===== config.mk =====
export PLATFORM = sky130hd
export DESIGN_NAME = ser_audio_rx
export DESIGN_NICKNAME = d
export VERILOG_FILES = /design/src/rtl/ser_audio_pkg.sv /design/src/rtl/ser_audio_frame.sv /design/src/rtl/ser_audio_asm.sv /design/src/rtl/ser_audio_rx.sv
export SDC_FILE = /design/constraint.sdc
export NUM_CORES = 1
export LEC_CHECK = 0
export BUFFER_PORTS_ARGS = -buffer_cell sky130_fd_sc_hd__buf_2
export CAP_MARGIN = 30
export CORE_UTILIZATION = 50
export CTS_BUF_LIST = sky130_fd_sc_hd__clkbuf_16
export CTS_CLUSTER_SIZE = 10
export DETAILED_ROUTE_END_ITERATION = 10
export PLACE_DENSITY_LB_ADDON = 0.25
export SYNTH_ARGS = -nofsm -noshare
export SYNTH_HDL_FRONTEND = slang
export SYNTH_HIERARCHICAL = 1
export SYNTH_SLANG_ARGS = --single-unit

===== constraint.sdc =====
create_clock -name bclk_i -period 1.8 [get_ports bclk_i]
set_input_delay 0.27 -clock bclk_i [delete_from_list [all_inputs] [get_ports bclk_i]]
set_output_delay 0.27 -clock bclk_i [all_outputs]
set_load 0.1 [all_outputs]

===== src/rtl/ser_audio_pkg.sv =====
package ser_audio_pkg;

  // Run-time framing selection, code values are part of the register map.
  typedef enum logic [1:0] {
    FMT_RJ  = 2'b00,
    FMT_I2S = 2'b01,
    FMT_LJ  = 2'b10,
    FMT_RSV = 2'b11
  } fmt_e;

  // Word-select level that marks the left channel for a given framing.
  function automatic logic left_level(input fmt_e f);
    return (f != FMT_I2S);
  endfunction

endpackage


===== src/rtl/ser_audio_frame.sv =====
// Word-select tracking, held format and channel of the word in flight.
module ser_audio_frame
  import ser_audio_pkg::*;
(
  input  logic clk_i,
  input  logic rst_ni,
  input  logic ws_i,
  input  fmt_e fmt_i,
  output logic trans_o,
  output logic switch_o,
  output logic synced_o,
  output fmt_e act_q_o,
  output fmt_e act_d_o,
  output logic chan_left_o,
  output logic err_o
);

  logic ws_q, ws_d;
  logic seen_q, seen_d;
  logic synced_q, synced_d;
  logic chan_q, chan_d;
  logic err_q, err_d;
  fmt_e act_q, act_d;
  logic trans, left_start;

  always_comb begin
    trans      = seen_q && (ws_i != ws_q);
    left_start = trans && (ws_i == left_level(fmt_i));
    act_d      = left_start ? fmt_i : act_q;
    ws_d       = ws_i;
    seen_d     = 1'b1;
    synced_d   = synced_q | trans;
    chan_d     = trans ? (ws_i == left_level(act_d)) : chan_q;
    err_d      = (fmt_i == FMT_RSV);
  end

  always_ff @(posedge clk_i or negedge rst_ni) begin
    if (!rst_ni) begin
      ws_q     <= 1'b0;
      seen_q   <= 1'b0;
      synced_q <= 1'b0;
      chan_q   <= 1'b0;
      err_q    <= 1'b0;
      act_q    <= FMT_RJ;
    end else begin
      ws_q     <= ws_d;
      seen_q   <= seen_d;
      synced_q <= synced_d;
      err_q    <= err_d;
      act_q    <= act_d;
      if (trans) chan_q <= chan_d;
    end
  end

  assign trans_o     = trans;
  assign switch_o    = left_start && (fmt_i != act_q);
  assign synced_o    = synced_q;
  assign act_q_o     = act_q;
  assign act_d_o     = act_d;
  assign chan_left_o = chan_q;
  assign err_o       = err_q;

  // the held format only moves on an edge where word select changed
  p_fmt_switch_on_ws_r7: assert property (@(posedge clk_i) disable iff (!rst_ni)
    (act_q != $past(act_q)) |-> (ws_q != $past(ws_q)));

endmodule


===== src/rtl/ser_audio_asm.sv =====
// Sliding shift register and bit counter; decides when a word is complete.
module ser_audio_asm
  import ser_audio_pkg::*;
#(
  parameter int unsigned W = 16
) (
  input  logic         clk_i,
  input  logic         rst_ni,
  input  logic         sd_i,
  input  logic         trans_i,
  input  logic         switch_i,
  input  logic         synced_i,
  input  fmt_e         fmt_old_i,
  input  fmt_e         fmt_new_i,
  input  logic         chan_left_i,
  output logic         done_o,
  output logic [W-1:0] data_o,
  output logic         left_o
);

  localparam int unsigned CW = $clog2(W + 1);
  localparam logic [CW-1:0] LAST = CW'(W - 1);
  localparam logic [CW-1:0] FULL = CW'(W);

  logic [W-1:0]  sh_q, sh_d;
  logic [CW-1:0] cnt_q, cnt_d;
  logic mid_end, i2s_end, rj_end;

  always_comb begin
    sh_d = {sh_q[W-2:0], sd_i};
    if (trans_i)                      cnt_d = (fmt_new_i == FMT_I2S) ? '0 : CW'(1);
    else if (synced_i && cnt_q < FULL) cnt_d = cnt_q + 1'b1;
    else                               cnt_d = cnt_q;

    mid_end = !trans_i && (cnt_q == LAST) &&
              ((fmt_old_i == FMT_LJ) || (fmt_old_i == FMT_I2S));
    i2s_end = trans_i && !switch_i && (fmt_old_i == FMT_I2S) && (cnt_q == LAST);
    rj_end  = trans_i && !switch_i && (fmt_old_i == FMT_RJ)  && (cnt_q == FULL);
  end

  always_ff @(posedge clk_i or negedge rst_ni) begin
    if (!rst_ni) begin
      sh_q  <= '0;
      cnt_q <= '0;
    end else begin
      sh_q  <= sh_d;
      cnt_q <= cnt_d;
    end
  end

  assign done_o = mid_end | i2s_end | rj_end;
  assign data_o = rj_end ? sh_q : sh_d;
  assign left_o = chan_left_i;

  // the bit counter saturates at one full word however long the half-frame
  p_cnt_bound_r5: assert property (@(posedge clk_i) disable iff (!rst_ni)
    cnt_q <= FULL);

endmodule


===== src/rtl/ser_audio_rx.sv =====
module ser_audio_rx
  import ser_audio_pkg::*;
#(
  parameter int unsigned W = 16
) (
  input  logic         bclk_i,
  input  logic         rst_ni,
  input  logic         ws_i,
  input  logic         sd_i,
  input  logic [1:0]   fmt_i,
  output logic [W-1:0] left_o,
  output logic         left_vld_o,
  output logic [W-1:0] right_o,
  output logic         right_vld_o,
  output logic         fmt_err_o
);

  logic [1:0] rst_sync_q;
  logic       rst_n;
  fmt_e       fmt_in;
  logic       trans, switch_now, synced, chan_left, err;
  fmt_e       act_q, act_d;
  logic       done, word_left;
  logic [W-1:0] word;
  logic       emit;
  logic [W-1:0] left_q, left_d, right_q, right_d;
  logic       lv_q, lv_d, rv_q, rv_d;

  always_ff @(posedge bclk_i or negedge rst_ni) begin
    if (!rst_ni) rst_sync_q <= 2'b00;
    else         rst_sync_q <= {rst_sync_q[0], 1'b1};
  end
  assign rst_n  = rst_sync_q[1];
  assign fmt_in = fmt_e'(fmt_i);

  ser_audio_frame u_frame (
    .clk_i       (bclk_i),
    .rst_ni      (rst_n),
    .ws_i        (ws_i),
    .fmt_i       (fmt_in),
    .trans_o     (trans),
    .switch_o    (switch_now),
    .synced_o    (synced),
    .act_q_o     (act_q),
    .act_d_o     (act_d),
    .chan_left_o (chan_left),
    .err_o       (err)
  );

  ser_audio_asm #(.W(W)) u_asm (
    .clk_i       (bclk_i),
    .rst_ni      (rst_n),
    .sd_i        (sd_i),
    .trans_i     (trans),
    .switch_i    (switch_now),
    .synced_i    (synced),
    .fmt_old_i   (act_q),
    .fmt_new_i   (act_d),
    .chan_left_i (chan_left),
    .done_o      (done),
    .data_o      (word),
    .left_o      (word_left)
  );

  always_comb begin
    emit    = done && (fmt_in != FMT_RSV);
    lv_d    = emit && word_left;
    rv_d    = emit && !word_left;
    left_d  = lv_d ? word : left_q;
    right_d = rv_d ? word : right_q;
  end

  always_ff @(posedge bclk_i or negedge rst_n) begin
    if (!rst_n) begin
      left_q  <= '0;
      right_q <= '0;
      lv_q    <= 1'b0;
      rv_q    <= 1'b0;
    end else begin
      lv_q <= lv_d;
      rv_q <= rv_d;
      if (lv_d) left_q  <= left_d;
      if (rv_d) right_q <= right_d;
    end
  end

  assign left_o      = left_q;
  assign right_o     = right_q;
  assign left_vld_o  = lv_q;
  assign right_vld_o = rv_q;
  assign fmt_err_o   = err;

  // never both channels in one cycle
  p_strobe_excl_r6: assert property (@(posedge bclk_i) disable iff (!rst_n)
    !(left_vld_o && right_vld_o));
  // a strobe is a single-cycle pulse
  p_left_pulse_r6: assert property (@(posedge bclk_i) disable iff (!rst_n)
    left_vld_o |=> !left_vld_o);
  // sample holds between strobes
  p_left_hold_r6: assert property (@(posedge bclk_i) disable iff (!rst_n)
    !left_vld_o |-> $stable(left_o));
  // reserved code silences both strobes
  p_err_quiet_r8: assert property (@(posedge bclk_i) disable iff (!rst_n)
    fmt_err_o |-> (!left_vld_o && !right_vld_o));

endmodule


; Word level (Yosys, flattened, before mapping)
; Index checks and enable logic that the tools add are counted.
[word_totals]
in_bits = 6
wordCells = 56
reg_bits = 64
[classes]
n_eq_ne = 13
n_lt_le_gt_ge = 1
reduce_logical = 20
n_addsub = 1
bitwise_logic = 3
n_mux = 5
[ops]
columns = cell, count
row1 = $mux 16, 1
row2 = $logic_and 1x1->1, 14
row3 = $mux 5, 2
row4 = $add 5x1->5 const B, 1
row5 = $eq 5x4->1 const B, 1
row6 = $eq 5x5->1 const B, 1
row7 = $lt 5x5->1 const B, 1
row8 = $eq 2x1->1 const B, 2
row9 = $eq 2x2->1 const B, 2
row10 = $ne 2x1->1 const B, 2
row11 = $logic_not 1->1, 3
row12 = $or 1x1->1, 3
row13 = $eq 1x1->1, 2
row14 = $logic_not 2->1, 1
row15 = $mux 2, 1
row16 = $ne 2x2->1, 1
row17 = $ne 2x2->1 const B, 1
row18 = $reduce_bool 2->1, 1
row19 = $logic_or 1x1->1, 1
row20 = $mux 1, 1
row21 = $ne 1x1->1, 1

; Logic depth before layout (Yosys ltp)
[depth]
depth_word = 12
ltp_mapped = 13

; Modules after synthesis
; Netlist, hierarchy kept.
[by_module_without_submodules]
columns = module, instances, cells_per_inst, area_per_inst_um2, seq_area_each_um2
row1 = ser_audio_rx, 1, 76, 1361.3, 900.9
row2 = ser_audio_asm, 1, 72, 1007.2, 525.5
row3 = ser_audio_frame, 1, 37, 369.1, 175.2

; Worst setup path after synthesis
; No wires, ideal clock.
[synth_path]
path_kind = register to register
start = register u_frame.act_q[0] (netlist: u_frame/act_q_o[0])
end = register right_q[10] (netlist: right_o[10])
required_ps = 1674
n_path_buf = 3
arrival_ps = 2233
path_slack_ps = -559
path_stages_with_launch = 12
path_cell_list = dfrtp_1 > o21ai_0 > a21oi_1 > a211oi_1 > and4bb_1 > nand4b_4 > buf_6 > nand2_1 > and3b_1 > buf_6 > buf_12 > mux2_4
[synth_between]
elab_chain_len = 10
elab_cells_between_ends = 18
cone_classes = eq/ne: 3 / mux: 1 / bitwise: 2 / reduce/logical: 12
[synth_rtl]
columns = element, line
row1 = from (decl), ser_audio_frame.sv:23  ; fmt_e act_q, act_d;
row2 = from (signal assigned), ser_audio_frame.sv:50  ; act_q <= act_d;
row3 = $ne 2x2->1 (*), ser_audio_frame.sv:56  ; assign switch_o = left_start && (fmt_i != act_q);
row4 = $logic_and 1x1->1 (*), ser_audio_frame.sv:56
row5 = net switch_now, ser_audio_rx.sv:21  ; logic trans, switch_now, synced, chan_left, err;
row6 = $logic_not 1->1 (*), "ser_audio_asm.sv:37, ser_audio_asm.sv:38"
row7 = $logic_and 1x1->1 (*), "ser_audio_asm.sv:37, ser_audio_asm.sv:38"
row8 = $logic_and 1x1->1 (2 in series), ser_audio_asm.sv:37  ; i2s_end = trans_i && !switch_i && (fmt_old_i == FMT_I2S) && (cnt_q == LAST);
row9 = $or 1x1->1, ser_audio_asm.sv:51  ; assign done_o = mid_end | i2s_end | rj_end;
row10 = $or 1x1->1 (*), ser_audio_asm.sv:51
row11 = net done, ser_audio_rx.sv:23  ; logic done, word_left;
row12 = $logic_and 1x1->1 (*), ser_audio_rx.sv:66  ; emit = done && (fmt_in != FMT_RSV);
row13 = $logic_and 1x1->1 (*), ser_audio_rx.sv:68  ; rv_d = emit && !word_left;
row14 = net rv_d, ser_audio_rx.sv:27  ; logic lv_q, lv_d, rv_q, rv_d;
row15 = to (signal assigned), ser_audio_rx.sv:83  ; if (rv_d) right_q <= right_d;
row16 = to (decl), ser_audio_rx.sv:26  ; logic [W-1:0] left_q, left_d, right_q, right_d;
; The timed path passes the listed nets; every way through them passes the cells marked *.
; A chain may end at the register's enable or synchronous reset.

; Final worst setup path
[layout_path]
start = register u_frame.act_q[1] (netlist: u_frame/act_q_o[1])
end = register left_q[14] (netlist: left_o[14])
[layout_between]
elab_cells_between_ends = 18
cone_classes = eq/ne: 3 / mux: 1 / bitwise: 2 / reduce/logical: 12
[layout_lines]
columns = element, line
row1 = $ne 2x2->1, ser_audio_frame.sv:56
row2 = $logic_and 1x1->1, ser_audio_frame.sv:56
row3 = $logic_not 1->1, ser_audio_asm.sv:38  ; rj_end = trans_i && !switch_i && (fmt_old_i == FMT_RJ) && (cnt_q == FULL);
row4 = $logic_and 1x1->1, ser_audio_asm.sv:38
row5 = $logic_and 1x1->1 (*) (2 in series), ser_audio_asm.sv:38
row6 = $mux 16 (*), ser_audio_asm.sv:52  ; assign data_o = rj_end ? sh_q : sh_d;
row7 = net left_d[14], ser_audio_rx.sv:26
row8 = to (signal assigned), ser_audio_rx.sv:82  ; if (lv_d) left_q <= left_d;
row9 = to (decl), ser_audio_rx.sv:26
; Marked as above.

==> run metrics <==
Worst EP arrival=2500 ps; Die Y=76.0 microns; layout cell share with drive strength beyond 1=54.7%; RR Startpoint=u_frame/act_q_o[1]$_DFF_PN0_; RePlAce Congestion=0.794; Total Routing Usage GR=19.0%; Reg2Reg Depth=10; Worst Setup End Kind=flop; total net switching power=1930 uW; Max Fclk=435 MHz; dpl hpwl=3370 microns; final wirelength=5130 microns; post-route ant nets=0; commonest non-fill, non-tap cell in the layout=dfrtp_1; Core ar.=0.00520 sq mm; Reg clk slew, reported paths=50 ps; area grow syn2layout=34.0%; first-pass GRT wire length=8340 microns; I/O Buffers=40; drt drc=0; Syn Area/Cell=14.8 sq um; worst IR drop on VDD=0.000761 V; Tcrit/Tclk final=128%; r2r setup slk=-500 ps; P_int=3260 uW; CP Cell Sequence=buf_4 -> buf_4 -> inv_1 -> ha_1 -> and4bb_1 -> nand4b_4 -> buf_12 -> buf_12 -> mux2_4 -> mux2_2; Comb pwr share=31.7%; DRT iter0 DRCs=60; most frequent cells in the layout=dfrtp_1 (63), buf_2 (40), mux2_2 (26), mux2_4 (23), buf_4 (21); # nets final=271; critical setup path kind=reg2reg; Final Cell Area=0.00367 sq mm; vias in the first global route=1774; Post-synth ARST share=100%; part of the power in registers=33.8%; final worst slack=-501 ps; CP startpoint kind=flop; initial antenna violation count=0; CP max stage cell=dfrtp_1; die area=0.00578 sq mm; Hold Vio Cnt, Final=0; Cell Area, Placed=0.00326 sq mm; row cnt=26; maxcap violations=0; Top delay family on crit path=buffers and inverters; setup_tns=-15610 ps; Synth area leader=dfrtp_1; total CTS buffers=9; EDFF count, synth=0; Via density=5.07; clock sinks=64; crit path launch=u_frame/act_q_o[1]$_DFF_PN0_; min-delay src=sd_i; pre-CTS WS=-501 ps; Starting Density=52.6%; clock share of power=34.5%; leakage power=0.00196 uW; GR Overflow Total=0; top-area cell type share of the netlist area=58.5%; post-synthesis cell type count=36; setup violators final=34; Synth Net Count=196; register area share after synthesis=58.5%; CTS H-tree depth=3; WP buf/inv=5; Tmin final=2300 ps; Gate Count Post-Synth=185; failing checks=setup timing; prevailing post-synth register cell=dfrtp_1; register bit total from synthesis=64; Setup Skew=5.06 ps; YS warnings=6; sw frac=37.2%; drt first pass iters=4; vias post-DR=1700; RSZ-0062 raised after global routing=yes; # diodes=0; clk_lat worst skew=320 ps; Hold EP=u_asm/sh_q[0]$_DFF_PN0_; WL per Instance=15.3 microns; max-slew violation count=0; RR Endpoint=left_o[14]$_DFFE_PN0P_; post-synthesis cell area=0.00274 sq mm; Ports=41; CP max FO=9; Critical Path RT=2000 ps; cell depth of the worst hold path=1; Area contributors post-synth=dfrtp_1 (59%), mux2_2 (12%), mux2_4 (10%); CTS Buffer Depth=2; Hold Crit Class=in2reg; power density over the cells=1410 mW/mm^2; CTS root buffer=clkbuf_16; status=finished with violations; Die W=76.0 microns; largest net degree at the start of global routing=54; CTS tree=yes; slowest stage delay, CP=430 ps
-- timing repair --
item	in CTS	in global routing
endpoints found under the hold margin	2	0
buffers inserted	0	2
pin swaps	0	4
hold buffers	1	0
gates cloned	0	1
endpoints found under the setup margin	34	34
resized for setup	0	10
-- state kept, by name, summed over array words and instances (netlist names) --
register and cells:
left_o 16, left_vld_o 1, rst_sync_q 2, right_o 16, u_frame/synced_o 1, u_frame/err_o 1
u_asm/sh_q 16, u_asm/cnt_q 5, u_frame/seen_q 1, u_frame/ws_q 1, right_vld_o 1, u_frame/act_q_o 2
u_frame/chan_left_o 1
-- power groups by stage --
stage | clock [uW] | sequential (uW) | combinational, uW
after floorplan | 0 | 2720 | 355
after global placement | 0 | 1770 | 1600
after detailed placement | 0 | 1770 | 1630
after CTS | 1840 | 1750 | 1630
after global routing | 1910 | 1780 | 1720
final | 1790 | 1750 | 1640
-- worst reg2reg max path: cells and delay by family, from the launching register on --
family	cells	cell delay (ps)
buffers and inverters	5	650
adder cells (fa/ha/maj)	1	150
flip-flops	1	430
AND/OR/NAND/NOR	2	390
multiplexers	2	570
-- per-layer routing --
layer  up-vias  track usage [%]  wire length (microns)
li1        797                -                      -
met1       847             23.0                   2280
met2        46             30.5                   2550
met3        10             5.63                    198
met4         0             10.2                     92
met5         -                0                      0
-- metrics by stage --
step	util [%]	hold WS, ps	cells	power (uW)
3_3_place_gp	62.6	56.7	315	3370
3_5_place_dp	62.6	58.9	315	3400
6_report	70.5	79.0	335	5180
5_1_grt	70.5	73.9	335	5400
4_1_cts	68.8	65.6	332	5220
2_1_floorplan	-	-25.6	185	3070
-- how the worst max path moves through the flow --
stage / to / slack, ps / depth (start not counted)
after global placement: right_o[8]$_DFFE_PN0P_ / -480 / 12
after global routing: right_o[12]$_DFFE_PN0P_ / -600 / 11
after floorplan: right_o[10]$_DFFE_PN0P_ / -510 / 11
final: left_o[14]$_DFFE_PN0P_ / -500 / 10
after CTS: right_o[6]$_DFFE_PN0P_ / -470 / 10
after detailed placement: right_o[6]$_DFFE_PN0P_ / -500 / 12
-- cell usage after synthesis, types with 2 or more instances --
library cell and count:
nor2_1 5, inv_1 10, conb_1 2, nand2b_1 4, xor2_1 2, nand3b_1 2
a22oi_1 2, and3b_1 2, mux2_4 19, buf_2 3, a21oi_1 6, xnor2_1 2
buf_6 2, nand2_1 3, o21ai_0 3, mux2_2 30, dfrtp_1 64, ha_1 5
nand4b_1 2
-- final cells by class --
| type | instances | area (sq um) |
|---|---|---|
| flip-flops and latches | 64 | 1600 |
| repair buffers | 71 | 553 |
| clock buffers | 9 | 225 |
| inverters | 10 | 37.5 |
| clock inverters | 7 | 87.6 |
| multi-input cells | 104 | 1070 |
| fillers | 380 | 1540 |
| well taps | 70 | 87.6 |
-- logic make-up (layout without fill, tap and decap cells) --
| family | after synthesis | in the layout | share of synthesized area (%) |
|---|---|---|---|
| flops | 64 | 64 | 58.5 |
| buf+inv | 17 | 97 | 3.75 |
| compound gates | 15 | 15 | 3.43 |
| mux | 50 | 50 | 23.1 |
| other cells | 2 | 2 | 0.274 |
| simple gates | 28 | 28 | 7.36 |
| fa+ha+maj | 5 | 5 | 2.29 |
| xor+xnor | 4 | 4 | 1.28 |
(Power assumes the default switching activity.)
